### src/rtl/fcr_pkg.sv
package fcr_pkg;

    localparam int unsigned OFS_W   = 3;
    localparam int unsigned N_CLASS = 4;

    // word offsets inside the register window
    typedef enum logic [OFS_W-1:0] {
        OFS_FIR      = 3'd0,
        OFS_FIR_AND  = 3'd1,
        OFS_HOLE     = 3'd2,
        OFS_MASK     = 3'd3,
        OFS_MASK_AND = 3'd4,
        OFS_MASK_OR  = 3'd5,
        OFS_ACT0     = 3'd6,
        OFS_ACT1     = 3'd7
    } ofs_e;

    // attention class, encoded as {act0, act1}
    typedef enum logic [1:0] {
        CLS_CHK = 2'b00,
        CLS_REC = 2'b01,
        CLS_SPC = 2'b10,
        CLS_UCS = 2'b11
    } cls_e;

endpackage

### src/rtl/fcr_regs.sv
module fcr_regs
    import fcr_pkg::*;
#(
    parameter int unsigned W        = 64,
    parameter logic [W-1:0] MASK_RST = '1
) (
    input  logic                 clk,
    input  logic                 rst_n,
    input  logic [W-1:0]         err_i,
    input  logic                 wr_i,
    input  logic [OFS_W-1:0]     addr_i,
    input  logic [W-1:0]         wdata_i,
    output logic [W-1:0]         fir_o,
    output logic [W-1:0]         mask_o,
    output logic [W-1:0]         act0_o,
    output logic [W-1:0]         act1_o
);

    typedef struct packed {
        logic [W-1:0] fir;
        logic [W-1:0] mask;
        logic [W-1:0] act0;
        logic [W-1:0] act1;
    } regs_t;

    regs_t st_d, st_q;

    always_comb begin
        st_d = st_q;
        if (wr_i) begin
            case (ofs_e'(addr_i))
                OFS_FIR:      st_d.fir  = wdata_i;
                OFS_FIR_AND:  st_d.fir  = st_q.fir & wdata_i;
                OFS_MASK:     st_d.mask = wdata_i;
                OFS_MASK_AND: st_d.mask = st_q.mask & wdata_i;
                OFS_MASK_OR:  st_d.mask = st_q.mask | wdata_i;
                OFS_ACT0:     st_d.act0 = wdata_i;
                OFS_ACT1:     st_d.act1 = wdata_i;
                default:      st_d = st_q;
            endcase
        end
        // incoming errors are merged last so they win over any clear
        st_d.fir = st_d.fir | err_i;
    end

    always_ff @(posedge clk or negedge rst_n) begin
        if (!rst_n) begin
            st_q <= '{fir: '0, mask: MASK_RST, act0: '0, act1: '0};
        end else begin
            st_q <= st_d;
        end
    end

    assign fir_o  = st_q.fir;
    assign mask_o = st_q.mask;
    assign act0_o = st_q.act0;
    assign act1_o = st_q.act1;

endmodule

### src/rtl/fcr_readout.sv
module fcr_readout
    import fcr_pkg::*;
#(
    parameter int unsigned W = 64
) (
    input  logic             clk,
    input  logic             rst_n,
    input  logic             rd_i,
    input  logic [OFS_W-1:0] addr_i,
    input  logic [W-1:0]     fir_i,
    input  logic [W-1:0]     mask_i,
    input  logic [W-1:0]     act0_i,
    input  logic [W-1:0]     act1_i,
    output logic [W-1:0]     rdata_o,
    output logic             rvalid_o
);

    typedef struct packed {
        logic         vld;
        logic [W-1:0] dat;
    } rd_t;

    rd_t rd_d, rd_q;

    always_comb begin
        rd_d     = rd_q;
        rd_d.vld = rd_i;
        if (rd_i) begin
            case (ofs_e'(addr_i))
                OFS_FIR, OFS_FIR_AND:                rd_d.dat = fir_i;
                OFS_MASK, OFS_MASK_AND, OFS_MASK_OR: rd_d.dat = mask_i;
                OFS_ACT0:                            rd_d.dat = act0_i;
                OFS_ACT1:                            rd_d.dat = act1_i;
                default:                             rd_d.dat = '0;
            endcase
        end
    end

    always_ff @(posedge clk or negedge rst_n) begin
        if (!rst_n) begin
            rd_q <= '0;
        end else begin
            rd_q <= rd_d;
        end
    end

    assign rdata_o  = rd_q.dat;
    assign rvalid_o = rd_q.vld;

endmodule

### src/rtl/fcr_classify.sv
module fcr_classify
    import fcr_pkg::*;
#(
    parameter int unsigned W = 64
) (
    input  logic         clk,
    input  logic         rst_n,
    input  logic [W-1:0] fir_i,
    input  logic [W-1:0] mask_i,
    input  logic [W-1:0] act0_i,
    input  logic [W-1:0] act1_i,
    output logic         chk_o,
    output logic         rec_o,
    output logic         spc_o,
    output logic         ucs_o
);

    localparam int unsigned NC = N_CLASS;

    logic [W-1:0]  live;
    logic [NC-1:0] hit;

    assign live = fir_i & ~mask_i;

    for (genvar c = 0; c < NC; c++) begin : g_cls
        localparam logic [1:0] CODE = 2'(c);
        logic [W-1:0] sel;
        assign sel    = (CODE[1] ? act0_i : ~act0_i) & (CODE[0] ? act1_i : ~act1_i);
        assign hit[c] = |(live & sel);
    end

    typedef struct packed {
        logic chk;
        logic rec;
        logic spc;
        logic ucs;
    } attn_t;

    attn_t at_d, at_q;

    always_comb begin
        at_d.chk = hit[CLS_CHK];
        at_d.rec = hit[CLS_REC];
        at_d.spc = hit[CLS_SPC];
        at_d.ucs = hit[CLS_UCS];
    end

    always_ff @(posedge clk or negedge rst_n) begin
        if (!rst_n) begin
            at_q <= '0;
        end else begin
            at_q <= at_d;
        end
    end

    assign chk_o = at_q.chk;
    assign rec_o = at_q.rec;
    assign spc_o = at_q.spc;
    assign ucs_o = at_q.ucs;

endmodule

### src/rtl/fault_isolation_reg.sv
module fault_isolation_reg
    import fcr_pkg::*;
#(
    parameter int unsigned  W        = 64,
    parameter logic [W-1:0] MASK_RST = '1
) (
    input  logic             clk,
    input  logic             rst_n,
    input  logic [W-1:0]     err_i,
    input  logic             wr_i,
    input  logic             rd_i,
    input  logic [OFS_W-1:0] addr_i,
    input  logic [W-1:0]     wdata_i,
    output logic [W-1:0]     rdata_o,
    output logic             rvalid_o,
    output logic             attn_chk_o,
    output logic             attn_rec_o,
    output logic             attn_spc_o,
    output logic             attn_ucs_o
);

    logic [W-1:0] fir_w, mask_w, act0_w, act1_w;

    fcr_regs #(.W(W), .MASK_RST(MASK_RST)) u_regs (
        .clk     (clk),
        .rst_n   (rst_n),
        .err_i   (err_i),
        .wr_i    (wr_i),
        .addr_i  (addr_i),
        .wdata_i (wdata_i),
        .fir_o   (fir_w),
        .mask_o  (mask_w),
        .act0_o  (act0_w),
        .act1_o  (act1_w)
    );

    fcr_readout #(.W(W)) u_readout (
        .clk      (clk),
        .rst_n    (rst_n),
        .rd_i     (rd_i),
        .addr_i   (addr_i),
        .fir_i    (fir_w),
        .mask_i   (mask_w),
        .act0_i   (act0_w),
        .act1_i   (act1_w),
        .rdata_o  (rdata_o),
        .rvalid_o (rvalid_o)
    );

    fcr_classify #(.W(W)) u_classify (
        .clk    (clk),
        .rst_n  (rst_n),
        .fir_i  (fir_w),
        .mask_i (mask_w),
        .act0_i (act0_w),
        .act1_i (act1_w),
        .chk_o  (attn_chk_o),
        .rec_o  (attn_rec_o),
        .spc_o  (attn_spc_o),
        .ucs_o  (attn_ucs_o)
    );

endmodule

### config.mk
export PLATFORM = sky130hd
export DESIGN_NAME = fault_isolation_reg
export DESIGN_NICKNAME = d
export VERILOG_FILES = /design/src/rtl/fcr_pkg.sv /design/src/rtl/fcr_regs.sv /design/src/rtl/fcr_readout.sv /design/src/rtl/fcr_classify.sv /design/src/rtl/fault_isolation_reg.sv
export SDC_FILE = /design/constraint.sdc
export NUM_CORES = 1
export LEC_CHECK = 0
export ABC_AREA = 1
export BUFFER_PORTS_ARGS = -buffer_cell sky130_fd_sc_hd__buf_2
export CORE_MARGIN = 2
export CORE_UTILIZATION = 60
export CTS_CLUSTER_SIZE = 20
export DETAILED_ROUTE_END_ITERATION = 6
export GPL_TIMING_DRIVEN = 0
export PLACE_DENSITY = 0.92
export REMOVE_ABC_BUFFERS = 1
export SKIP_CTS_REPAIR_TIMING = 1
export SLEW_MARGIN = 5
export SYNTH_ARGS = -nofsm -noshare
export SYNTH_HDL_FRONTEND = slang
export SYNTH_HIERARCHICAL = 1
export SYNTH_SLANG_ARGS = --single-unit
export TNS_END_PERCENT = 10
### constraint.sdc
create_clock -name clk -period 3.75 [get_ports clk]
set_clock_uncertainty 0.1 [all_clocks]
set_input_delay 0 -clock clk [delete_from_list [all_inputs] [get_ports clk]]
set_output_delay 0 -clock clk [all_outputs]
set_load 0.01 [all_outputs]
# Word-level counts from Yosys, hierarchy flattened
# Cells that the tools add are included.
dict set report classes {
  n_eq_ne 6
  mux 6
  n_reduce_logical 11
  bitwise 16
}
# cell n
set op_table {}
lappend op_table {{bitwise AND 64 bit} 11}
lappend op_table {{2-to-1 mux 256 bit} 1}
lappend op_table {{one-hot mux 64 bit (4 select lines)} 1}
lappend op_table {{OR reduction 64 bit} 4}
lappend op_table {{NOT 64 bit} 3}
lappend op_table {{one-hot mux 64 bit (3 select lines)} 1}
lappend op_table {{2-to-1 mux 64 bit} 2}
lappend op_table {{OR 64 bit} 2}
lappend op_table {{one-hot mux 64 bit (2 select lines)} 1}
lappend op_table {{== test 3 bit, second input constant} 4}
lappend op_table {{AND reduction 2 bit} 3}
lappend op_table {{== test 3 x 1 -> 1 bit, second input constant} 1}
lappend op_table {{== test 3 x 2 -> 1 bit, second input constant} 1}
lappend op_table {{logical NOT 3 bit} 1}
lappend op_table {{nonzero test 3 bit} 1}
lappend op_table {{OR reduction 3 bit} 1}
lappend op_table {{OR reduction 2 bit} 1}
dict set report totals {
  word_cells 49
  regBits 325
  input_bits 135
  output_inout_bits 69
}

# Depth between registers and ports, before layout
# Gate-level depths: netlist (run 1).
dict set report logic_depth {
  depth_word 4
  mapped_depth 10
  depth_no_buf 9
}

# Hierarchy
# Netlist (run 1), hierarchy kept.
# module area_each_um2 seq_area_each_um2 cells_each n_inst
set by_module_without_submodules {}
lappend by_module_without_submodules {fcr_regs 13201.4 6486.2 1790 1}
lappend by_module_without_submodules {fcr_readout 4962.3 1626.6 842 1}
lappend by_module_without_submodules {fcr_classify 3875.0 100.1 991 1}

# Worst setup path before layout (run 1)
# No wires, ideal clock.
dict set report synth_timing {
  path_type {register -> register}
  from {reg u_regs.st_q, in the netlist u_regs/mask_o[57]}
  to {reg u_classify.at_q, in the netlist u_classify/chk_o}
  path_stages_with_launch 10
  t_arrival_ns 1.118
  path_slack_ns 2.413
  setup_ns 0.119
  path_cell_list {dfstp_2 inv_1 nand2_1 nor2_1 nor2_1 nand2_1 nor2_1 nand2_1 nor2_1 nand2_1}
}
# element line
set synth_lines {}
lappend synth_lines {{from (decl)} fcr_regs.sv:26} ;# regs_t st_d, st_q;
lappend synth_lines {{from (signal assigned)} fcr_regs.sv:48} ;# st_q <= '{fir: '0, mask: MASK_RST, act0: '0, act1: '0};
lappend synth_lines {{from (signal assigned)} fcr_regs.sv:50} ;# st_q <= st_d;
lappend synth_lines {{to (signal assigned)} fcr_classify.sv:52} ;# at_q <= at_d;
lappend synth_lines {{to (decl)} fcr_classify.sv:39} ;# attn_t at_d, at_q;

# Worst setup path after layout (run 1)
dict set report layout_timing {
  from {in addr_i[0]}
  to {reg u_readout.rd_q, in the netlist u_readout/rdata_o[49]}
}
dict set report layout_between {
  elab_chain_len 3
  word_cells_on_any_way 10
  cone_classes {eq/ne: 6; mux: 1; reduce/logical: 3}
}
# element line
set layout_rtl {}
lappend layout_rtl {{from (decl)} fault_isolation_reg.sv:12} ;# input logic [OFS_W-1:0] addr_i,
lappend layout_rtl {{== test 3 x 2 -> 1 bit (tied with other cells)} fcr_readout.sv:29} ;# case (ofs_e'(addr_i))
lappend layout_rtl {{OR reduction 3 bit / OR reduction 2 bit (equally long branches)} fcr_readout.sv:29}
lappend layout_rtl {{one-hot mux 64 bit (4 select lines) *} fcr_readout.sv:29}
lappend layout_rtl {{to (signal assigned)} fcr_readout.sv:43} ;# rd_q <= rd_d;
lappend layout_rtl {{to (decl)} fcr_readout.sv:23} ;# rd_t rd_d, rd_q;
# Every way passes the cells marked *; elsewhere a longest branch is shown, timed or not.
# A chain may end at the register's enable or synchronous reset.

==> results.py, run 1 <==
metrics = {
    "run_status": {
        "status": "complete, but fails checks",
        "failed_checks": "negative hold slack, max-capacitance violations",
    },
    "yosys": {
        "synth_area_um2": 22000,
        "syn-instance-count": 3623,
        "synthXorXnorAreaFrac_pct": 0,
        "synth-edff-count": 0,
        "ys_dominant_reg_cell": "dfrtp_1",
        "synth_seq_area_share_pct": 37.3,
        "synth_most_common_cell": "nand2_1",
        "yosys-top-cells-count": "nand2_1 (1135), nor2_1 (777), inv_1 (516)",
        "synth_top_family_by_area": "simple AND/OR/NAND/NOR gates",
        "syn_area_per_cell_um2": 6.08,
        "async_reset_ff_share_pct": 100,
        "synth-simple-area-share_pct": 43.2,
        "synth_top_area_share_pct": 29.6,
        "ys_seq_elements": 325,
        "yosys-top-cells-area": "dfrtp_1 (30%), nand2_1 (19%), nor2_1 (13%)",
        "yosys_warnings": 6,
        "synth_compound_area_share_pct": 6.09,
        "synthMuxAreaShare_pct": 0,
        "synth_fa_ha_area_share_pct": 0,
        "synth_cell_types": 22,
        "synth_top_area_cell": "dfrtp_1",
    },
    "final_layout": {
        "layout-drive-gt1-share_pct": 9.75,
        "fin_nets": 4063,
        "postLayoutCoreUtil_pct": 73.9,
        "final-instance-count-excl-fill": 4428,
        "fill_cells": 2807,
        "area_growth_pct": 21.9,
    },
    "timing": {
        "setup_violations": 0,
        "rsz0062_at_grt": "false",
        "clock.fmax_ghz": 0.270,
        "maxSlewViolCount": 0,
        "hold_ws_ns": -0.0346,
        "fin_setup_tns_ns": 0,
        "timing.final.crit_share_pct": 98.9,
        "period_needed_ns": 3.71,
        "slew_headroom_pct": 2.84,
        "hold_viol_final": 10,
        "worst_slew_pin_slew_ns": 1.46,
    },
    "worst_setup_path": {
        "cp-end-kind": "register",
        "crit_fanout": 58,
        "critPathKind": "input port to register",
        "cp.arrival_ns": 4.10,
        "required_ns": 4.14,
        "cp-start-kind": "input port",
    },
    "grt": {
        "grt_pass1_vias": 22100,
        "grt_pass1_wl_um": 112000,
        "grt.total_usage_pct": 36.8,
        "grt-ovfl-total": 0,
        "antenna_found_initial": 1,
        "grt_start_max_net_pins": 88,
    },
    "clock_network": {
        "cts_max_path_buffers": 3,
        "cts_buffers": 38,
        "cts_tree": "done",
        "clk_latency_ns": 0.56,
        "cts_max_level": 2,
        "cts.sinks": 325,
        "cts.clk_slew.worst_paths_ns": 0.06,
        "cts_root_buffer": "clkbuf_16",
    },
    "drt": {
        "postRouteAntennaNets": 0,
        "wire_per_inst_um": 17.1,
        "wl_met3_um": 9230,
        "vias": 24900,
        "drc": 0,
        "drt-initial-drc-count": 2996,
        "wl_met2_um": 34300,
        "met1Wirelength_um": 28100,
        "dr.pass1.iters": 7,
        "highest_layer": "met4",
        "via_per_inst": 5.62,
        "wirelength_um": 75800,
    },
    "flow_run": {
        "maxCapViolations": 1,
    },
    "placement": {
        "dp_cells": 4157,
        "io_buffers": 203,
        "place_congestion": 0.853,
        "hpwl_um": 43500,
    },
    "die": {
        "die_y_um": 196,
        "dieArea_um2": 38300,
        "io_pins": 204,
        "initial_core_util_pct": 60.6,
        "core_area_um2": 36300,
        "num_rows": 70,
        "die_x_um": 196,
    },
    "min_path": {
        "min_path_type": "input port to register",
    },
    "power_and_ir_drop": {
        "peakVddDrop_mv": 0.308,
        "p_leak_nw": 15.3,
        "power.density_nw_per_um2": 455,
    },
}
-- registers in the layout (all words and copies together) (netlist names) --
register	flops
u_readout/rdata_o	64
u_regs/mask_o	64
u_regs/act1_o	64
u_regs/fir_o	64
u_classify/chk_o	1
u_readout/rvalid_o	1
u_classify/ucs_o	1
u_regs/act0_o	64
u_classify/spc_o	1
u_classify/rec_o	1
-- worst paths after layout --
path / cells after the start / startpoint / slack [ns] / to
min: 5 / wr_i / -0.03 / u_regs/act0_o[32]$_DFFE_PN0P_
max in group asynchronous: 4 / rst_n / 1.42 / u_regs/fir_o[49]$_DFF_PN0_
min reg2reg: 2 / u_readout/rdata_o[6]$_DFFE_PN0P_ / 0.37 / u_readout/rdata_o[6]$_DFFE_PN0P_
max: 10 / addr_i[0] / 0.04 / u_readout/rdata_o[49]$_DFFE_PN0P_
max reg2reg: 9 / u_regs/mask_o[29]$_DFFE_PN1P_ / 1.86 / u_classify/ucs_o$_DFF_PN0_
min in group asynchronous: 3 / rst_n / 0.45 / u_regs/act1_o[37]$_DFFE_PN0P_
-- metal layers --
layer	vias up	GRT usage [%]
met5	-	0
met4	0	20.6
met3	399	7.10
met2	1661	59.3
met1	11100	46.9
li1	11700	-
-- where the power goes --
group | switching, W | internal [W] | leakage [nW]
Clock | 0.00155 | 0.00227 | 0.623
Combinational | 0.00222 | 0.00134 | 11.1
Sequential | 0.000668 | 0.00418 | 3.55
-- layout make-up --
type | count | area [um2] | area share, %
Multi-Input combinational cell | 2603 | 10900 | 40.7
Sequential cell | 325 | 8210 | 30.6
Timing Repair Buffer | 440 | 3910 | 14.6
Inverter | 520 | 1960 | 7.28
Clock buffer | 65 | 1220 | 4.53
Tap cell | 468 | 586 | 2.18
Clock inverter | 5 | 50.0 | 0.186
Antenna cell | 2 | 5.00 | 0.0186
-- layout by cell type, fill, tap and decap left out, drive strengths merged --
cell type    netlist  final
a21oi            204    204
buf              143    241
bufinv             0      1
clkbuf            32     65
clkinv             0      4
dfrtp            261    261
dfstp             64     64
diode              0      2
dlygate4sd3        0    199
inv              520    520
nand2           1143   1143
nand3            265    265
nand4            144    144
nor2             782    782
nor3               1      1
o21ai             64     64
-- worst max-delay path, stage by stage --
cell           delay (ns)
dlygate4sd3_1        0.55
buf_6                0.26
buf_16               0.28
inv_2                0.75
nand3_2              1.34
nor2_1               0.44
nor2_1               0.09
nand2_1              0.07
nand2_1              0.11
nand2_1              0.09
-- logic make-up (layout without fill, tap and decap cells) --
logic type,count (synthesis),after routing
AOI/OAI and AO/OA,268,268
buffers and inverters,695,1030
other,0,2
and+or+nand+nor,2335,2335
DFF,325,325
-- through the flow --
stage                     cell area (um2)  worst slack (ns)  power, W
after floorplan                     21000            -0.202   0.00696
after global placement              22600             -7.49   0.00796
after detailed placement            23600             0.328   0.00814
after CTS                           24900             0.894    0.0120
after global routing                26900            0.0505    0.0129
final                               26900            0.0419    0.0122
(Power assumes the default switching activity.)
==> run 2: changes to the inputs <==
--- a/config.mk
+++ b/config.mk
@@ -13,5 +13,5 @@
 export DETAILED_ROUTE_END_ITERATION = 6
 export GPL_TIMING_DRIVEN = 0
-export PLACE_DENSITY = 0.92
+export PLACE_DENSITY_LB_ADDON = 0.15
 export REMOVE_ABC_BUFFERS = 1
 export SKIP_CTS_REPAIR_TIMING = 1
--- a/constraint.sdc
+++ b/constraint.sdc
@@ -3,3 +3,3 @@
 set_input_delay 0 -clock clk [delete_from_list [all_inputs] [get_ports clk]]
 set_output_delay 0 -clock clk [all_outputs]
-set_load 0.01 [all_outputs]
+set_load 0.1 [all_outputs]
==> run 2 against run 1 <==
Critical path depth unchanged. Register-to-register slack gained 0.09 ns. Clock power grew 3%. Core utilization is 0.33 points higher. The flow finishes with violations (negative hold slack). Highest routed layer is now met5. Power up 8.2%. Global-route usage is 2.2 points higher. Count of clock-buffer cells in the layout increased by 1.
==> results.py, run 2 (synthesized netlist as in run 1, its figures left out) <==
metrics = {
    "clock_network": {
        "cts_max_path_buffers": 3,
        "cts_max_level": 2,
        "cts.sinks": 325,
        "cts_root_buffer": "clkbuf_16",
        "cts_buffers": 39,
        "cts_tree": "done",
        "clk_latency_ns": 0.57,
        "cts.clk_slew.worst_paths_ns": 0.06,
    },
    "final_layout": {
        "fin_nets": 4066,
        "final_common_cell": "nand2_1",
        "layout_common_cells": "nand2_1 (1132), nor2_1 (776), inv_1 (516), nand3_1 (262), dfrtp_1 (261)",
        "area_growth_pct": 22.5,
        "layout-drive-gt1-share_pct": 9.85,
        "final_area_um2": 27000,
        "final-instance-count-excl-fill": 4431,
    },
    "die": {
        "core_area_um2": 36300,
        "dieArea_um2": 38300,
        "die_y_um": 196,
        "io_pins": 204,
        "die_x_um": 196,
        "num_rows": 70,
        "initial_core_util_pct": 60.6,
    },
    "min_path": {
        "holdPathEnd": "u_regs/mask_o[34]$_DFFE_PN1P_",
        "hold_start": "addr_i[2]",
        "whs_path_depth": 5,
        "min_path_type": "input port to register",
    },
    "drt": {
        "dr.pass1.iters": 6,
        "drc": 0,
        "drt-initial-drc-count": 2883,
        "wirelength_um": 79000,
        "postRouteAntennaNets": 0,
        "wire_per_inst_um": 17.8,
        "vias": 25300,
        "via_per_inst": 5.71,
    },
    "placement": {
        "io_buffers": 203,
        "place_congestion": 0.872,
        "hpwl_um": 47300,
        "dp_cells": 4159,
        "place_area_um2": 23700,
    },
    "timing": {
        "hold_ws_ns": -0.0577,
        "hold_viol_final": 9,
        "maxSlewViolCount": 0,
        "worst_slew_pin_slew_ns": 0.999,
        "clock.fmax_ghz": 0.336,
        "slew_headroom_pct": 33.4,
        "timing.final.crit_share_pct": 79.4,
        "rsz0062_at_grt": "false",
        "period_needed_ns": 2.98,
        "setup_violations": 0,
    },
    "worst_setup_path": {
        "cp-start-kind": "input port",
        "required_ns": 4.14,
        "slowest_delay_ns": 0.85,
        "cp.arrival_ns": 3.36,
        "rrSetupSlack_ns": 1.95,
        "crit_fanout": 62,
        "cp-startpoint": "addr_i[0]",
        "cp_top_family": "buffers and inverters",
        "cp-end-kind": "register",
        "path_buf_inv": 7,
        "ff2ff_path_depth": 9,
        "reg2reg_to": "u_classify/chk_o$_DFF_PN0_",
        "slowest_stage": "nor3_4",
        "critPathKind": "input port to register",
        "r2r_start": "u_regs/mask_o[13]$_DFFE_PN1P_",
        "crit_chain": "dlygate4sd3_1, buf_6, buf_16, nor3_4, buf_16, buf_16, buf_16, o21ai_0, nand2_1, dlygate4sd3_1",
        "cp_common_cell": "buf_16",
    },
    "flow_run": {
        "maxCapViolations": 0,
    },
    "grt": {
        "grt_pass1_vias": 23300,
        "grt_pass1_wl_um": 119000,
        "antenna_found_initial": 2,
        "grt-ovfl-total": 0,
        "grt_start_max_net_pins": 113,
        "grt.total_usage_pct": 39.0,
    },
    "power_and_ir_drop": {
        "p_leak_nw": 15.3,
        "power.density_nw_per_um2": 490,
        "peakVddDrop_mv": 0.372,
    },
    "run_status": {
        "status": "complete, but fails checks",
        "failed_checks": "negative hold slack",
    },
}
## run 2: cell count changes in the layout (fill, tap and decap cells not counted)
| cell | before | now |
|---|---|---|
| bufinv_16 | 1 | 2 |
| buf_16 | 20 | 23 |
| clkbuf_8 | 10 | 11 |
| dlygate4sd3_1 | 199 | 198 |
| nand3_4 | 0 | 1 |
| clkinv_2 | 4 | 3 |
| nand3_2 | 3 | 2 |
## run 2: how the worst max path moves through the flow
stage / depth (start not counted) / to / slack (ns)
3_5_place_dp: 10 / u_regs/mask_o[3]$_DFFE_PN1P_ / 0.77
4_1_cts: 10 / u_regs/mask_o[3]$_DFFE_PN1P_ / 1.35
5_1_grt: 10 / u_regs/fir_o[20]$_DFF_PN0_ / 0.74
6_report: 10 / u_regs/fir_o[20]$_DFF_PN0_ / 0.77
3_3_place_gp: 7 / u_regs/mask_o[13]$_DFFE_PN1P_ / -7.95
2_1_floorplan: 6 / u_regs/mask_o[0]$_DFFE_PN1P_ / -0.20
## run 2: final cells by class
class	instances	area, um2
flip-flops and latches	325	8210
well taps	468	586
multi-input cells	2603	10900
inverters	520	1960
repair buffers	442	3990
diodes	2	5.00
fillers	2902	9360
clock buffers	66	1230
clock inverters	5	75.1
## run 2: routing by layer
layer	vias to the layer above	global-route usage (%)	part of all wire, %
li1	11700	-	-
met5	-	0	0.014
met1	11600	49.2	37
met3	355	7.10	12
met4	2	21.8	5.5
met2	1629	63.6	46
## run 2: where the power goes
part,internal [W],switching [W]
Clock,0.00236,0.00157
Sequential,0.00418,0.000662
Combinational,0.00135,0.00312
## run 2: through the flow
step | setup WS [ns] | setup TNS [ns] | utilization, % | power, W | hold WS [ns]
floorplan | -0.202 | -12.90 | - | 0.00775 | -0.396
global placement | -7.95 | -2655.52 | 62.3 | 0.00880 | 0.0886
detailed placement | 0.774 | 0 | 65.1 | 0.00906 | -0.185
CTS | 1.35 | 0 | 68.7 | 0.0130 | -0.776
global route | 0.739 | 0 | 74.3 | 0.0139 | 0.00523
finish | 0.772 | 0 | 74.3 | 0.0132 | -0.0577
## run 2: worst reg2reg max path: cells and delay by family (launching register included)
| family | cells | cell delay [ns] |
|---|---|---|
| buf+inv | 1 | 0.05 |
| flops | 1 | 0.57 |
| simple gates | 8 | 0.97 |
